==> config.mk <==
export PLATFORM = sky130hd
export DESIGN_NAME = i2c_fifo_evt
export DESIGN_NICKNAME = d
export VERILOG_FILES = /design/src/rtl/i2c_fifo_pkg.sv /design/src/rtl/i2c_fifo_rst_sync.sv /design/src/rtl/i2c_fifo_buf.sv /design/src/rtl/i2c_fifo_remain.sv /design/src/rtl/i2c_fifo_evtgen.sv /design/src/rtl/i2c_fifo_evt.sv
export SDC_FILE = /design/constraint.sdc
export NUM_CORES = 1
export LEC_CHECK = 0
export BUFFER_PORTS_ARGS = -buffer_cell sky130_fd_sc_hd__buf_4
export CAP_MARGIN = 20
export CORE_UTILIZATION = 57
export CTS_BUF_LIST = sky130_fd_sc_hd__clkbuf_2 sky130_fd_sc_hd__clkbuf_4 sky130_fd_sc_hd__clkbuf_8
export DETAILED_ROUTE_END_ITERATION = 12
export PLACE_DENSITY = 0.78
export SLEW_MARGIN = 20
export SYNTH_ARGS = -nofsm -noshare
export SYNTH_HDL_FRONTEND = slang
export SYNTH_SLANG_ARGS = --single-unit
==> constraint.sdc <==
create_clock -name clk -period 2.5 [get_ports clk]
set_clock_uncertainty 0.2 [all_clocks]
set_input_delay 0.625 -clock clk [delete_from_list [all_inputs] [get_ports clk]]
set_output_delay 0.625 -clock clk [all_outputs]
set_load 0.02 [all_outputs]
==> src/rtl/i2c_fifo_pkg.sv <==
package i2c_fifo_pkg;

  localparam int CFG_W      = 16;
  localparam int TRSH_W     = 6;
  localparam int TX_TRSH_LSB = 0;
  localparam int RX_TRSH_LSB = 8;
  localparam int TX_CLR_BIT = 6;
  localparam int RX_CLR_BIT = 14;

  typedef enum logic {
    DIR_RX = 1'b0,
    DIR_TX = 1'b1
  } xfer_dir_e;

  typedef struct packed {
    logic xrdy;
    logic xdr;
    logic rrdy;
    logic rdr;
  } evt_vec_t;

endpackage

==> src/rtl/i2c_fifo_rst_sync.sv <==
module i2c_fifo_rst_sync (
  input  logic clk,
  input  logic rst_n,
  output logic rst_sync_n
);

  logic [1:0] sync_q;

  always_ff @(posedge clk or negedge rst_n) begin
    if (!rst_n) sync_q <= 2'b00;
    else        sync_q <= {sync_q[0], 1'b1};
  end

  assign rst_sync_n = sync_q[1];

endmodule

==> src/rtl/i2c_fifo_buf.sv <==
module i2c_fifo_buf #(
  parameter int DATA_W     = 8,
  parameter int DEPTH_CODE = 1,
  localparam int DEPTH     = 8 << DEPTH_CODE,
  localparam int PTR_W     = $clog2(DEPTH),
  localparam int LVL_W     = PTR_W + 1
) (
  input  logic              clk,
  input  logic              rst_n,
  input  logic              flush,
  input  logic              push,
  input  logic [DATA_W-1:0] wdata,
  input  logic              pop,
  output logic [DATA_W-1:0] rdata,
  output logic [LVL_W-1:0]  level,
  output logic              push_ok,
  output logic              pop_ok,
  output logic              bad_op
);

  logic [DATA_W-1:0] mem [DEPTH];
  logic [PTR_W-1:0]  wr_ptr_q, wr_ptr_d;
  logic [PTR_W-1:0]  rd_ptr_q, rd_ptr_d;
  logic [LVL_W-1:0]  lvl_q, lvl_d;
  logic              full, empty;

  assign full  = (lvl_q == LVL_W'(DEPTH));
  assign empty = (lvl_q == '0);

  always_comb begin
    push_ok  = push && !full  && !flush;
    pop_ok   = pop  && !empty && !flush;
    bad_op   = !flush && ((push && full) || (pop && empty));
    wr_ptr_d = wr_ptr_q;
    rd_ptr_d = rd_ptr_q;
    lvl_d    = lvl_q;
    if (flush) begin
      wr_ptr_d = '0;
      rd_ptr_d = '0;
      lvl_d    = '0;
    end else begin
      if (push_ok) wr_ptr_d = wr_ptr_q + PTR_W'(1);
      if (pop_ok)  rd_ptr_d = rd_ptr_q + PTR_W'(1);
      case ({push_ok, pop_ok})
        2'b10:   lvl_d = lvl_q + LVL_W'(1);
        2'b01:   lvl_d = lvl_q - LVL_W'(1);
        default: lvl_d = lvl_q;
      endcase
    end
  end

  always_ff @(posedge clk or negedge rst_n) begin
    if (!rst_n) begin
      wr_ptr_q <= '0;
      rd_ptr_q <= '0;
      lvl_q    <= '0;
    end else begin
      wr_ptr_q <= wr_ptr_d;
      rd_ptr_q <= rd_ptr_d;
      lvl_q    <= lvl_d;
    end
  end

  always_ff @(posedge clk) begin
    if (push_ok) mem[wr_ptr_q] <= wdata;
  end

  assign rdata = mem[rd_ptr_q];
  assign level = lvl_q;

  AST_LEVEL_BOUND: assert property (@(posedge clk) disable iff (!rst_n)
    lvl_q <= LVL_W'(DEPTH));
  AST_FLUSH_EMPTIES: assert property (@(posedge clk) disable iff (!rst_n)
    flush |=> (lvl_q == '0));
  AST_FULL_PUSH_IGNORED: assert property (@(posedge clk) disable iff (!rst_n)
    (full && push && !pop && !flush) |=> (lvl_q == $past(lvl_q)));

endmodule

==> src/rtl/i2c_fifo_remain.sv <==
module i2c_fifo_remain #(
  parameter int CNT_W = 16
) (
  input  logic             clk,
  input  logic             rst_n,
  input  logic             start,
  input  logic [CNT_W-1:0] cnt_load,
  input  logic             dec,
  output logic [CNT_W-1:0] remain
);

  logic [CNT_W-1:0] rem_q, rem_d;

  always_comb begin
    rem_d = rem_q;
    if (start)                   rem_d = cnt_load;
    else if (dec && rem_q != '0) rem_d = rem_q - CNT_W'(1);
  end

  always_ff @(posedge clk or negedge rst_n) begin
    if (!rst_n) rem_q <= '0;
    else        rem_q <= rem_d;
  end

  assign remain = rem_q;

  AST_REM_LOAD: assert property (@(posedge clk) disable iff (!rst_n)
    start |=> (rem_q == $past(cnt_load)));
  AST_REM_MONO: assert property (@(posedge clk) disable iff (!rst_n)
    !start |=> (rem_q <= $past(rem_q)));

endmodule

==> src/rtl/i2c_fifo_evtgen.sv <==
module i2c_fifo_evtgen
  import i2c_fifo_pkg::*;
#(
  parameter int CNT_W = 16,
  parameter int LVL_W = 5,
  localparam int THR_W = TRSH_W + 1,
  localparam int CMP_W = (CNT_W > THR_W) ? CNT_W : THR_W
) (
  input  logic             clk,
  input  logic             rst_n,
  input  xfer_dir_e        dir,
  input  logic             start,
  input  logic             ack,
  input  logic [LVL_W-1:0] tx_level,
  input  logic [LVL_W-1:0] rx_level,
  input  logic [THR_W-1:0] tx_thr,
  input  logic [THR_W-1:0] rx_thr,
  input  logic [CNT_W-1:0] remain,
  output evt_vec_t         evt
);

  evt_vec_t   evt_q, evt_d;
  logic       busy_q, busy_d;
  logic [CMP_W-1:0] txl, rxl, txt, rxt, rem;
  logic       tx_low, rx_full;

  assign txl = CMP_W'(tx_level);
  assign rxl = CMP_W'(rx_level);
  assign txt = CMP_W'(tx_thr);
  assign rxt = CMP_W'(rx_thr);
  assign rem = CMP_W'(remain);

  always_comb begin
    tx_low  = (txl < txt);
    rx_full = (rxl >= rxt);
    evt_d   = '0;
    if (!busy_q && !start) begin
      if (dir == DIR_TX) begin
        evt_d.xrdy = tx_low && (rem >= txt);
        evt_d.xdr  = tx_low && (rem != '0) && (rem < txt);
      end else begin
        evt_d.rrdy = rx_full;
        evt_d.rdr  = !rx_full && (rxl != '0) && (rxl == rem);
      end
    end
    if (start)        busy_d = 1'b0;
    else if (|evt_d)  busy_d = 1'b1;
    else if (ack)     busy_d = 1'b0;
    else              busy_d = busy_q;
  end

  always_ff @(posedge clk or negedge rst_n) begin
    if (!rst_n) begin
      evt_q  <= '0;
      busy_q <= 1'b0;
    end else begin
      evt_q  <= evt_d;
      busy_q <= busy_d;
    end
  end

  assign evt = evt_q;

  AST_ONE_EVENT: assert property (@(posedge clk) disable iff (!rst_n)
    $countones(evt_q) <= 1);
  AST_SINGLE_PULSE: assert property (@(posedge clk) disable iff (!rst_n)
    (|evt_q) |=> !(|evt_q));
  AST_WAIT_ACK: assert property (@(posedge clk) disable iff (!rst_n)
    (busy_q && !ack) |=> !(|evt_q));
  AST_DIR_MATCH: assert property (@(posedge clk) disable iff (!rst_n)
    (evt_q.xrdy || evt_q.xdr) |-> $past(dir == DIR_TX));

endmodule

==> src/rtl/i2c_fifo_evt.sv <==
module i2c_fifo_evt
  import i2c_fifo_pkg::*;
#(
  parameter int CNT_W      = 16,
  parameter int DEPTH_CODE = 1,
  parameter int DCODE_W    = 3,
  localparam int DATA_W    = 8,
  localparam int DEPTH     = 8 << DEPTH_CODE,
  localparam int LVL_W     = $clog2(DEPTH) + 1,
  localparam int THR_W     = TRSH_W + 1
) (
  input  logic               clk,
  input  logic               rst_n,
  input  logic [CFG_W-1:0]   cfg_buf,
  input  logic               cfg_wr,
  input  logic [CNT_W-1:0]   xfer_cnt,
  input  logic               xfer_start,
  input  logic               xfer_tx,
  input  logic               tx_push,
  input  logic [DATA_W-1:0]  tx_wdata,
  input  logic               tx_pop,
  output logic [DATA_W-1:0]  tx_rdata,
  input  logic               rx_push,
  input  logic [DATA_W-1:0]  rx_wdata,
  input  logic               rx_pop,
  output logic [DATA_W-1:0]  rx_rdata,
  input  logic               evt_ack,
  output logic               evt_xrdy,
  output logic               evt_xdr,
  output logic               evt_rrdy,
  output logic               evt_rdr,
  output logic               fifo_err,
  output logic [DCODE_W-1:0] fifo_depth_code
);

  logic             rst_q_n;
  logic             tx_flush, rx_flush;
  logic [LVL_W-1:0] tx_level, rx_level;
  logic             tx_push_ok, tx_pop_ok, tx_bad;
  logic             rx_push_ok, rx_pop_ok, rx_bad;
  logic [THR_W-1:0] tx_thr, rx_thr;
  logic [CNT_W-1:0] remain;
  logic             rem_dec;
  xfer_dir_e        dir_q, dir_d;
  logic             err_q, err_d;
  evt_vec_t         evt;

  i2c_fifo_rst_sync u_rst (
    .clk(clk), .rst_n(rst_n), .rst_sync_n(rst_q_n)
  );

  assign tx_flush = cfg_wr && cfg_buf[TX_CLR_BIT];
  assign rx_flush = cfg_wr && cfg_buf[RX_CLR_BIT];
  assign tx_thr   = THR_W'(cfg_buf[TX_TRSH_LSB +: TRSH_W]) + THR_W'(1);
  assign rx_thr   = THR_W'(cfg_buf[RX_TRSH_LSB +: TRSH_W]) + THR_W'(1);

  i2c_fifo_buf #(.DATA_W(DATA_W), .DEPTH_CODE(DEPTH_CODE)) u_txq (
    .clk(clk), .rst_n(rst_q_n), .flush(tx_flush),
    .push(tx_push), .wdata(tx_wdata), .pop(tx_pop), .rdata(tx_rdata),
    .level(tx_level), .push_ok(tx_push_ok), .pop_ok(tx_pop_ok), .bad_op(tx_bad)
  );

  i2c_fifo_buf #(.DATA_W(DATA_W), .DEPTH_CODE(DEPTH_CODE)) u_rxq (
    .clk(clk), .rst_n(rst_q_n), .flush(rx_flush),
    .push(rx_push), .wdata(rx_wdata), .pop(rx_pop), .rdata(rx_rdata),
    .level(rx_level), .push_ok(rx_push_ok), .pop_ok(rx_pop_ok), .bad_op(rx_bad)
  );

  always_comb begin
    dir_d   = xfer_start ? (xfer_tx ? DIR_TX : DIR_RX) : dir_q;
    rem_dec = (dir_q == DIR_TX) ? tx_push_ok : rx_pop_ok;
    if (xfer_start)             err_d = 1'b0;
    else if (tx_bad || rx_bad)  err_d = 1'b1;
    else                        err_d = err_q;
  end

  always_ff @(posedge clk or negedge rst_q_n) begin
    if (!rst_q_n) begin
      dir_q <= DIR_RX;
      err_q <= 1'b0;
    end else begin
      dir_q <= dir_d;
      err_q <= err_d;
    end
  end

  i2c_fifo_remain #(.CNT_W(CNT_W)) u_rem (
    .clk(clk), .rst_n(rst_q_n), .start(xfer_start),
    .cnt_load(xfer_cnt), .dec(rem_dec), .remain(remain)
  );

  i2c_fifo_evtgen #(.CNT_W(CNT_W), .LVL_W(LVL_W)) u_evt (
    .clk(clk), .rst_n(rst_q_n), .dir(dir_q), .start(xfer_start),
    .ack(evt_ack), .tx_level(tx_level), .rx_level(rx_level),
    .tx_thr(tx_thr), .rx_thr(rx_thr), .remain(remain), .evt(evt)
  );

  assign evt_xrdy        = evt.xrdy;
  assign evt_xdr         = evt.xdr;
  assign evt_rrdy        = evt.rrdy;
  assign evt_rdr         = evt.rdr;
  assign fifo_err        = err_q;
  assign fifo_depth_code = DCODE_W'(DEPTH_CODE);

  AST_ERR_CAUSE: assert property (@(posedge clk) disable iff (!rst_q_n)
    $rose(err_q) |-> $past(tx_bad || rx_bad));
  AST_ERR_CLEAR: assert property (@(posedge clk) disable iff (!rst_q_n)
    xfer_start |=> !err_q);

endmodule

==> impl_metrics.env <==
export IMPL_finalHoldViolations=0
export IMPL_area_growth_pct=26.4
export IMPL_grt_use_met1_pct=33.4
export IMPL_tritoncts="built"
export IMPL_r2r_start="u_rxq.level[1]"
export IMPL_hpwl_mm=18.8
export IMPL_numCtsBuffers=46
export IMPL_cts_root_buf="clkbuf_8"
export IMPL_grt_pass1_wl_mm=44.6
export IMPL_outcome="finished, violations left"
export IMPL_max_freq_mhz=305
export IMPL_crit_required_ns=1.67
export IMPL_finalSetupViolCount=19
export IMPL_cp_start_kind="flop"
export IMPL_post_route_period_util_pct=131
export IMPL_nFillCells=1337
export IMPL_port_buffers=76
export IMPL_use_met3_pct=4.04
export IMPL_synth_avg_cell_area_um2=15.8
export IMPL_yosysTopAreaCell="edfxtp_1"
export IMPL_synth_top_flop_cell="edfxtp_1"
export IMPL_max_slew_worst_pin_slew_ns=0.618
export IMPL_rows=55
export IMPL_hold_class="reg2async"
export IMPL_ys_warn_count=0
export IMPL_synth_async_reset_ratio_pct=16.6
export IMPL_crit_type="reg2out"
export IMPL_die_x_um=155
export IMPL_core_um2=22800
export IMPL_ys_ff_latch=307
export IMPL_period_needed_ns=3.28
export IMPL_first_pass_iters=5
export IMPL_grt_use_met2_pct=40.9
export IMPL_slew_viol_final=0
export IMPL_die_height_um=155
export IMPL_antenna_found_initial=0
export IMPL_synth_edf_count=256
export IMPL_seq_area_frac_synth_pct=67.1
export IMPL_grt_max_degree=36
export IMPL_peakVddDrop_v=0.000619
export IMPL_cts_max_level=2
export IMPL_drt_iter0_markers=596
export IMPL_critPathLaunch="u_rxq.rd_ptr_q[0]"
export IMPL_layout_nets=1177
export IMPL_failed_checks="negative setup slack"
export IMPL_synth_most_common_cell="edfxtp_1"
export IMPL_crit_path_end_kind="primary output"
export IMPL_top_usage_layer="met2"
export IMPL_cap_violations=0
export IMPL_die_area_um2=24000
export IMPL_overflow=0
export IMPL_rsz0062_at_grt="true"
export IMPL_viasPerCell=5.77
export IMPL_ys_types=59
export IMPL_critical_path_arrival_ns=2.46
export IMPL_netlist_area_um2=13400
export IMPL_place_congestion=0.834
export IMPL_crit_fanout=7
export IMPL_synth_top_area_share_pct=57.6
export IMPL_clock_sinks=307
export IMPL_io_pins=82
export IMPL_via_count=8262
export IMPL_clk_path_buf_depth=3
export IMPL_clk_latency_ns=0.56
export IMPL_fin_util_pct=74.1
export IMPL_grt_pass1_vias=8257
export IMPL_p_leak_nw=6.31
export IMPL_synthCells=845
export IMPL_grt_use_total_pct=24.5
export IMPL_yosys_top_cells_count="256 x edfxtp_1, 63 x nand2_1, 62 x nor2_1"
export IMPL_clk_pin_slew_worst_paths_ns=0.07
export IMPL_synthTopCellsByArea="edfxtp_1 58%, dfrtp_1 9.6%, mux4_2 9.4%, ha_1 3.3%, mux2i_1 2.2%"
export IMPL_fin_ws_ns=-0.783
export IMPL_powerDensity_nw_per_um2=986
export IMPL_layout_drive_gt1_share_pct=40.4
export IMPL_holdWs_ns=0.0303
export IMPL_post_route_drc_count=0
export IMPL_slew_headroom_pct=58.8
export IMPL_start_util_pct=58.6
export IMPL_avgRoutedWirePerCell_um=20.6
export IMPL_wl_mm=29.5
export IMPL_num_antenna_cells=0
export IMPL_ant_nets=0
==> worst max-delay path: stages, from the launching register on <==
cell       delay (ns)
dfrtp_2          0.39
buf_4            0.16
clkbuf_16        0.17
mux4_2           0.53
mux4_2           0.50
buf_6            0.15
==> final timing paths <==
path	to	slack [ns]	cells after the start
min in group clk	u_rem.remain[5]	0.07	2
worst min register to register	u_txq.rd_ptr_q[2]	0.03	0
worst max-delay path	rx_rdata[3]	-0.78	5
max in group asynchronous	u_rxq.rd_ptr_q[3]	1.46	1
worst min-delay path	u_txq.rd_ptr_q[2]	0.03	0
worst max register to register	u_rxq.level[4]	-0.23	10
==> what timing repair did <==
action | in CTS | in global routing
hold endpoints to repair | 2 | 0
gates resized for setup | 55 | 59
buffers inserted | 9 | 12
pin swaps | 35 | 39
gates cloned | 4 | 2
hold buffers | 1 | 0
setup endpoints to repair | 21 | 35
==> routing by layer <==
layer | wire, um | up-vias
met5 | 0 | -
met4 | 686 | 0
met3 | 1790 | 62
met2 | 14900 | 321
met1 | 12100 | 4129
li1 | - | 3750
==> logic make-up after synthesis <==
group / Yosys count / share of synthesized area, %
other: 2 / 0.0562
buffers and inverters: 53 / 1.79
flip-flops: 307 / 67.1
AO/OA/AOI/OAI: 110 / 5.22
multiplexers: 93 / 12.3
XOR/XNOR: 42 / 2.75
adder cells (fa/ha/maj): 37 / 3.58
AND/OR/NAND/NOR: 201 / 7.19
==> stage by stage <==
stage	total power, W	setup WS [ns]	instance area [um^2]	cells	TNS (ns)
final	0.0166	-0.783	16900	1433	-11.29
after global routing	0.0174	-0.836	16900	1433	-12.81
after CTS	0.0163	-0.757	16600	1422	-11.30
after detailed placement	0.0116	-0.328	15300	1322	-3.24
after global placement	0.0115	-0.271	15300	1322	-2.43
after floorplan	0.00969	-0.281	13500	847	-0.704
==> registers in the layout (all words and copies together) (netlist names) <==
signal and flops:
u_rxq.mem 128, u_txq.mem 128, u_rem.remain 16, u_rxq.level 5, u_txq.level 5, u_evt.evt 4, u_rxq.rd_ptr_q 4, u_rxq.wr_ptr_q 4
u_txq.rd_ptr_q 4, u_txq.wr_ptr_q 4, u_rst.sync_q 2, dir_q 1, fifo_err 1, u_evt.busy_q 1
==> report_power, final <==
| group | switching, W | leakage [nW] | internal [W] |
|---|---|---|---|
| registers | 0.000350 | 2.95 | 0.00599 |
| clock network | 0.00186 | 0.491 | 0.00218 |
| logic | 0.00299 | 2.87 | 0.00327 |
==> cells in the final DEF (no fill, tap or decap), drive strengths merged, types with 3 or more instances in the layout <==
master    n
buf     221
mux2i    30
a21o      8
nand2    63
a211oi    4
o21a      3
clkinv   15
nor2     62
xor2     22
nor3     15
xnor2    20
conb      4
or3       4
mux4     56
clkbuf   70
nand3    19
o21ai    34
dfrtp    51
and3      4
inv      17
a22oi     8
a21oi    32
ha       35
nand2b    6
mux2      7
a221oi    8
nor4      6
edfxtp  256
and2      3
nand4     3
or4       6
==> layout make-up <==
class                           count  area, um^2  share of cell area, %
Clock inverter                     19         118                  0.697
Multi-Input combinational cell    487        4560                   27.0
Inverter                           15        56.3                  0.334
Tap cell                          313         392                   2.32
Clock buffer                       67         803                   4.76
Sequential cell                   307        8970                   53.2
Timing Repair Buffer              225        1970                   11.7
No activity file was read; power rests on OpenSTA's default activity.
